$ cat config.mk
export PLATFORM = sky130hd
export DESIGN_NAME = bat_xlate
export DESIGN_NICKNAME = d
export VERILOG_FILES = /design/src/rtl/bat_pkg.sv /design/src/rtl/bat_store.sv /design/src/rtl/bat_match.sv /design/src/rtl/bat_pick.sv /design/src/rtl/bat_xlate.sv
export SDC_FILE = /design/constraint.sdc
export NUM_CORES = 2
export LEC_CHECK = 0
export BUFFER_PORTS_ARGS = -buffer_cell sky130_fd_sc_hd__buf_2
export CORE_UTILIZATION = 30
export DETAILED_ROUTE_END_ITERATION = 6
export GPL_TIMING_DRIVEN = 0
export HOLD_SLACK_MARGIN = 0.08
export PLACE_DENSITY = 0.48
export SLEW_MARGIN = 10
export SYNTH_ARGS = -nofsm -noshare
export SYNTH_HDL_FRONTEND = slang
export SYNTH_HIERARCHICAL = 1
export SYNTH_SLANG_ARGS = --single-unit
$ cat constraint.sdc
create_clock -name clk -period 17.36 [get_ports clk]
set_clock_uncertainty 0.2 [all_clocks]
set_input_delay 5.208 -clock clk [delete_from_list [all_inputs] [get_ports clk]]
set_output_delay 5.208 -clock clk [all_outputs]
set_load 0.02 [all_outputs]
$ cat src/rtl/bat_pkg.sv
package bat_pkg;
    parameter int unsigned BAT_AW = 32;

    typedef logic [BAT_AW-1:0] bat_addr_t;

    typedef enum logic [1:0] {
        PROT_NONE = 2'd0,
        PROT_RO   = 2'd1,
        PROT_RW   = 2'd2,
        PROT_RW_B = 2'd3
    } bat_prot_e;

    typedef struct packed {
        logic      sup_en;
        logic      usr_en;
        bat_addr_t tag;
        bat_addr_t mask;
        bat_addr_t rbn;
        bat_prot_e prot;
    } bat_entry_t;

    typedef struct packed {
        logic      hit;
        logic      fault;
        bat_addr_t raddr;
        logic      rd;
        logic      wr;
        logic      ex;
    } bat_result_t;
endpackage

$ cat src/rtl/bat_store.sv
module bat_store import bat_pkg::*; #(
    parameter int unsigned ENTRIES = 8,
    localparam int unsigned IW = (ENTRIES > 1) ? $clog2(ENTRIES) : 1
) (
    input  logic                      clk,
    input  logic                      rst_n,
    input  logic                      wr_en,
    input  logic                      wr_side,
    input  logic [IW-1:0]             wr_idx,
    input  bat_entry_t                wr_entry,
    input  logic                      rd_side,
    output bat_entry_t [ENTRIES-1:0]  bank_o
);
    bat_entry_t [1:0][ENTRIES-1:0] tbl_d, tbl_q;

    always_comb begin
        tbl_d = tbl_q;
        if (wr_en && (32'(wr_idx) < ENTRIES)) begin
            tbl_d[wr_side][wr_idx] = wr_entry;
        end
    end

    always_ff @(posedge clk or negedge rst_n) begin
        if (!rst_n) begin
            tbl_q <= '0;
        end else begin
            tbl_q <= tbl_d;
        end
    end

    assign bank_o = tbl_q[rd_side];

    a_r13_load_lands: assert property (@(posedge clk) disable iff (!rst_n)
        (wr_en && (32'(wr_idx) < ENTRIES)) |=>
            (tbl_q[$past(wr_side)][$past(wr_idx)] == $past(wr_entry)));
endmodule

$ cat src/rtl/bat_match.sv
module bat_match import bat_pkg::*; #(
    parameter int unsigned ENTRIES = 8
) (
    input  bat_entry_t [ENTRIES-1:0] bank_i,
    input  bat_addr_t                ea,
    input  logic                     user,
    input  logic                     write,
    output logic [ENTRIES-1:0]       tag_hit,
    output logic [ENTRIES-1:0]       qual
);
    for (genvar i = 0; i < ENTRIES; i++) begin : g_ent
        logic enabled;
        logic refused;
        assign enabled = user ? bank_i[i].usr_en : bank_i[i].sup_en;
        assign tag_hit[i] = enabled && ((ea & bank_i[i].mask) == bank_i[i].tag);
        assign refused = (bank_i[i].prot == PROT_NONE) ||
                         (write && (bank_i[i].prot == PROT_RO));
        assign qual[i] = tag_hit[i] && !refused;
    end
endmodule

$ cat src/rtl/bat_pick.sv
module bat_pick import bat_pkg::*; #(
    parameter int unsigned ENTRIES = 8
) (
    input  bat_entry_t [ENTRIES-1:0] bank_i,
    input  bat_addr_t                ea,
    input  logic [ENTRIES-1:0]       tag_hit,
    input  logic [ENTRIES-1:0]       qual,
    output bat_result_t              res
);
    logic found;

    always_comb begin
        res   = '0;
        found = 1'b0;
        for (int i = 0; i < ENTRIES; i++) begin
            if (!found && qual[i]) begin
                found     = 1'b1;
                res.hit   = 1'b1;
                res.raddr = bank_i[i].rbn | (ea & ~bank_i[i].mask);
                res.rd    = 1'b1;
                res.wr    = bank_i[i].prot[1];
                res.ex    = 1'b1;
            end
        end
        res.fault = (|tag_hit) && !found;
    end
endmodule

$ cat src/rtl/bat_xlate.sv
module bat_xlate import bat_pkg::*; #(
    parameter int unsigned ENTRIES = 8,
    localparam int unsigned IW = (ENTRIES > 1) ? $clog2(ENTRIES) : 1
) (
    input  logic              clk,
    input  logic              rst_n,
    input  logic              cfg_we,
    input  logic              cfg_data_bank,
    input  logic [IW-1:0]     cfg_idx,
    input  logic              cfg_sup_en,
    input  logic              cfg_usr_en,
    input  logic [BAT_AW-1:0] cfg_tag,
    input  logic [BAT_AW-1:0] cfg_mask,
    input  logic [BAT_AW-1:0] cfg_rbn,
    input  logic [1:0]        cfg_prot,
    input  logic [BAT_AW-1:0] acc_ea,
    input  logic              acc_data,
    input  logic              acc_user,
    input  logic              acc_write,
    output logic              xl_hit,
    output logic              xl_fault,
    output logic [BAT_AW-1:0] xl_raddr,
    output logic              xl_rd,
    output logic              xl_wr,
    output logic              xl_ex
);
    bat_entry_t                new_ent;
    bat_entry_t [ENTRIES-1:0]  bank;
    logic [ENTRIES-1:0]        tag_hit;
    logic [ENTRIES-1:0]        qual;
    bat_result_t               res;

    always_comb begin
        new_ent.sup_en = cfg_sup_en;
        new_ent.usr_en = cfg_usr_en;
        new_ent.tag    = cfg_tag;
        new_ent.mask   = cfg_mask;
        new_ent.rbn    = cfg_rbn;
        new_ent.prot   = bat_prot_e'(cfg_prot);
    end

    bat_store #(.ENTRIES(ENTRIES)) u_store (
        .clk      (clk),
        .rst_n    (rst_n),
        .wr_en    (cfg_we),
        .wr_side  (cfg_data_bank),
        .wr_idx   (cfg_idx),
        .wr_entry (new_ent),
        .rd_side  (acc_data),
        .bank_o   (bank)
    );

    bat_match #(.ENTRIES(ENTRIES)) u_match (
        .bank_i  (bank),
        .ea      (acc_ea),
        .user    (acc_user),
        .write   (acc_write),
        .tag_hit (tag_hit),
        .qual    (qual)
    );

    bat_pick #(.ENTRIES(ENTRIES)) u_pick (
        .bank_i  (bank),
        .ea      (acc_ea),
        .tag_hit (tag_hit),
        .qual    (qual),
        .res     (res)
    );

    assign xl_hit   = res.hit;
    assign xl_fault = res.fault;
    assign xl_raddr = res.raddr;
    assign xl_rd    = res.rd;
    assign xl_wr    = res.wr;
    assign xl_ex    = res.ex;

    a_r12_fault_excl: assert property (@(posedge clk) disable iff (!rst_n)
        !(xl_hit && xl_fault));

    a_r7_exec_on_hit: assert property (@(posedge clk) disable iff (!rst_n)
        xl_hit |-> (xl_ex && xl_rd));

    a_r9_write_needs_right: assert property (@(posedge clk) disable iff (!rst_n)
        (xl_hit && acc_write) |-> xl_wr);

    a_r11_miss_quiet: assert property (@(posedge clk) disable iff (!rst_n)
        !xl_hit |-> (xl_raddr == '0 && !xl_rd && !xl_wr && !xl_ex));

    a_r12_fault_needs_match: assert property (@(posedge clk) disable iff (!rst_n)
        xl_fault |-> (tag_hit != '0));
endmodule

==> flow_summary.toml <==
[synth]
synth-seq-cells = 1600
synthesis.area_per_instance_um2 = 13.1
synth.yosys.warnings = 6
ys_seq_area_frac = 0.511
postSynth.asyncResetShare = 1.00
synth-edff-count = 0
mappedNetlistNets = 6128
fraction_of_synthesized_cell_area_taken_by_the_top_area_cell_type = 0.511
synth_top_flop_cell = "dfrtp_1"
syn_area_um2 = 78400
synth_top_cell_by_area = "dfrtp_1"
post_synth_main_area_contributors = "dfrtp_1 (51%), mux2_2 (32%), mux2_1 (2.9%)"
netlist-cell-type-count = 54
postSynthCellCount = 5986

[die]
placementRows = 187
floorplan.io_pins = 179
die_area_um2 = 263000
die_width_um = 513
floorplan.initialDensity = 0.302
chipHeight_um = 513
placeable_area_um2 = 260000

[global_routing]
grt_first_pass_wirelength_um = 470000
antenna_found_initial = 90
grt_max_degree = 148
globalRouteMet2Util = 0.400
grt-busiest-layer = "met2"
global_routing_met1_resource_utilization = 0.352
first_global_vias = 54900
globalRouteMet3Util = 0.0593
grt_usage = 0.260
grt.overflow.total = 0

[placement]
place_congestion = 0.960
post-dp-hpwl_um = 260000
placement.setup.worst_slack_ns = -0.580
port_buffers = 177

[status]
violations = "setup timing"
run_status = "finished with violations"

[layout]
mostFrequentLayoutCell = "mux2_2"
n_fill_cell = 25500
most_used_cells_in_the_layout_excluding_fill_and_tap_cells = "mux2_2 (2201), dfrtp_1 (1600), buf_2 (430), a21oi_1 (297), mux2_1 (200)"
largest_register = "u_store/tbl_q"
finish.net_count = 6519
largest_register_ff_count = 1600
layout-area-overhead-vs-synth_pct = 15.7
final_layout_size_suffix_gt1_frac = 0.472
largest_registers = "u_store/tbl_q (1600)"
layout.area.seq_um2 = 40000
combined_area_of_the_multi_input_logic_cells_um2 = 35900

[worst_setup_path]
data_required_critical_path_ns = 11.95
crit_arrival_ns = 12.09
crit_fanout = 10
worst-setup-path-type = "in2out"
endpoint_kind = "output port"
worstSetupStartpointType = "input pin"

[clock_network]
tritoncts_clock_tree = "built"
hold_buf_cts = 0
ctsLongestPathBuffers = 3
cts-htree-levels = 4
clock_insertion_delay_worst_skew_ns = 0.84
clk_transition_reported_paths_ns = 0.06
numCtsBuffers = 183
clock_sink_count = 1600
cts_root_buffer = "clkbuf_16"

[sta]
finalSetupViolations = 8
achievable-frequency_ghz = 0.0572
timing_worst_slew_pin_value_ns = 1.40
hold-worst-slack_ns = 0.288
final_worst_setup_slack_ns = -0.133
rsz0062_at_grt = "false"
final.min_clock_period_ns = 17.49
hold_viol = 0
layout_worst_path_cycle_share = 1.01
final-max-slew-violation-count = 0
relative_slew_slack = 0.0641
total_negative_slack_for_setup_checks_ns = -0.423

[drt]
viasPerCell = 5.44
drt_pre_antenna_iters = 5
dr.first_iter.drc_count = 5645
vias = 54200
wl_per_cell_um = 35.1
postRouteAntennaNets = 0
route.detailed.drc = 0
totalWireLength_um = 349000

[pwr]
max_rail_drop_vdd_uv = 111
power.static_leakage_nw = 39.4
cell_pwr_density_nw_per_um2 = 132

[min_path]
hold_class = "reg2reg"

[job]
maxCapViolations = 0
[metrics by stage]
stage / total power, mW / utilization / instances / cell area (um2)
6_report: 11.9 / 0.349 / 9953 / 90700
3_3_place_gp: 7.73 / 0.322 / 9565 / 83600
2_1_floorplan: 6.62 / - / 5986 / 78400
5_1_grt: 12.4 / 0.349 / 9935 / 90700
3_5_place_dp: 7.82 / 0.325 / 9594 / 84300
4_1_cts: 12.0 / 0.349 / 9930 / 90700
[synthesized netlist by cell type, drive strengths merged (13+ instances only)]
| library cell | number |
|---|---|
| xor2 | 65 |
| nand2b | 39 |
| a21oi | 297 |
| o32ai | 32 |
| nand4 | 32 |
| nor2b | 134 |
| nor4 | 13 |
| a21boi | 40 |
| and3 | 96 |
| nand2 | 123 |
| clkbuf | 160 |
| a211oi | 38 |
| o22a | 44 |
| mux2 | 2401 |
| nand3 | 46 |
| dfrtp | 1600 |
| and3b | 44 |
| o22ai | 38 |
| buf | 280 |
| nor3 | 64 |
| o21ai | 134 |
| a21o | 37 |
| inv | 130 |
| nor2 | 49 |
[critical path, cell delays in order]
cell and delay [ns]:
clkbuf_1 0.25, clkbuf_2 0.50, buf_2 0.65, mux2_2 0.48, a21o_1 0.19, a211oi_1 0.71
nand4_1 0.47, nor4_1 0.73, nor4b_1 0.49, nor4_1 0.11, nand2_2 0.37, clkbuf_1 0.66
o21ai_0 0.20, o22ai_1 0.19, o21ai_0 0.45, buf_2 0.33
[cells by family (layout without fill, tap and decap cells)]
family,after synthesis,in the layout,share of synthesized area
multiplexers,2405,2405,0.345
flip-flops,1600,1600,0.511
AO/OA/AOI/OAI,671,671,0.0513
AND/OR/NAND/NOR,666,666,0.0517
buffers and inverters,571,1113,0.0331
XOR/XNOR,73,73,0.00815
other,0,23,0
[what timing repair did]
item                       in CTS  in global routing
buffers inserted                0                  0
gates resized for setup         6                  5
setup endpoints to repair      31                 11
[power breakdown]
| group | leakage (nW) | switching [mW] | internal [mW] |
|---|---|---|---|
| Sequential | 19.6 | 0.413 | 4.60 |
| Combinational | 16.7 | 1.54 | 1.26 |
| Clock | 3.13 | 1.70 | 2.43 |
[path summary, 6_finish.rpt]
path / from / endpoint / slack, ns / cells past startpoint
worst max-delay path: acc_data / xl_wr / -0.13 / 16
worst min register to register: u_store/tbl_q[112]$_DFFE_PN0P_ / u_store/tbl_q[112]$_DFFE_PN0P_ / 0.29 / 1
max in group asynchronous: rst_n / u_store/tbl_q[1109]$_DFFE_PN0P_ / 9.50 / 6
worst max register to register: u_store/tbl_q[486]$_DFFE_PN0P_ / u_store/tbl_q[486]$_DFFE_PN0P_ / 16.34 / 1
worst min-delay path: u_store/tbl_q[112]$_DFFE_PN0P_ / u_store/tbl_q[112]$_DFFE_PN0P_ / 0.29 / 1
min in group asynchronous: rst_n / u_store/tbl_q[1122]$_DFFE_PN0P_ / 4.19 / 2
[layer usage]
| layer | part of all wire | up-vias |
|---|---|---|
| met5 | 0.00080 | - |
| met4 | 0.046 | 44 |
| met3 | 0.078 | 575 |
| met2 | 0.44 | 2181 |
| met1 | 0.43 | 29000 |
| li1 | - | 22300 |
[final cells by class]
cell class                      count  share of cell area
Timing Repair Buffer              206              0.0172
Buffer                            440              0.0235
Sequential cell                  1600               0.441
Inverter                          131             0.00542
Tap cell                         3402              0.0469
Clock buffer                      273              0.0602
Antenna cell                       23            0.000634
Clock inverter                     63             0.00980
Multi-Input combinational cell   3815               0.395
(Power assumes the default switching activity.)
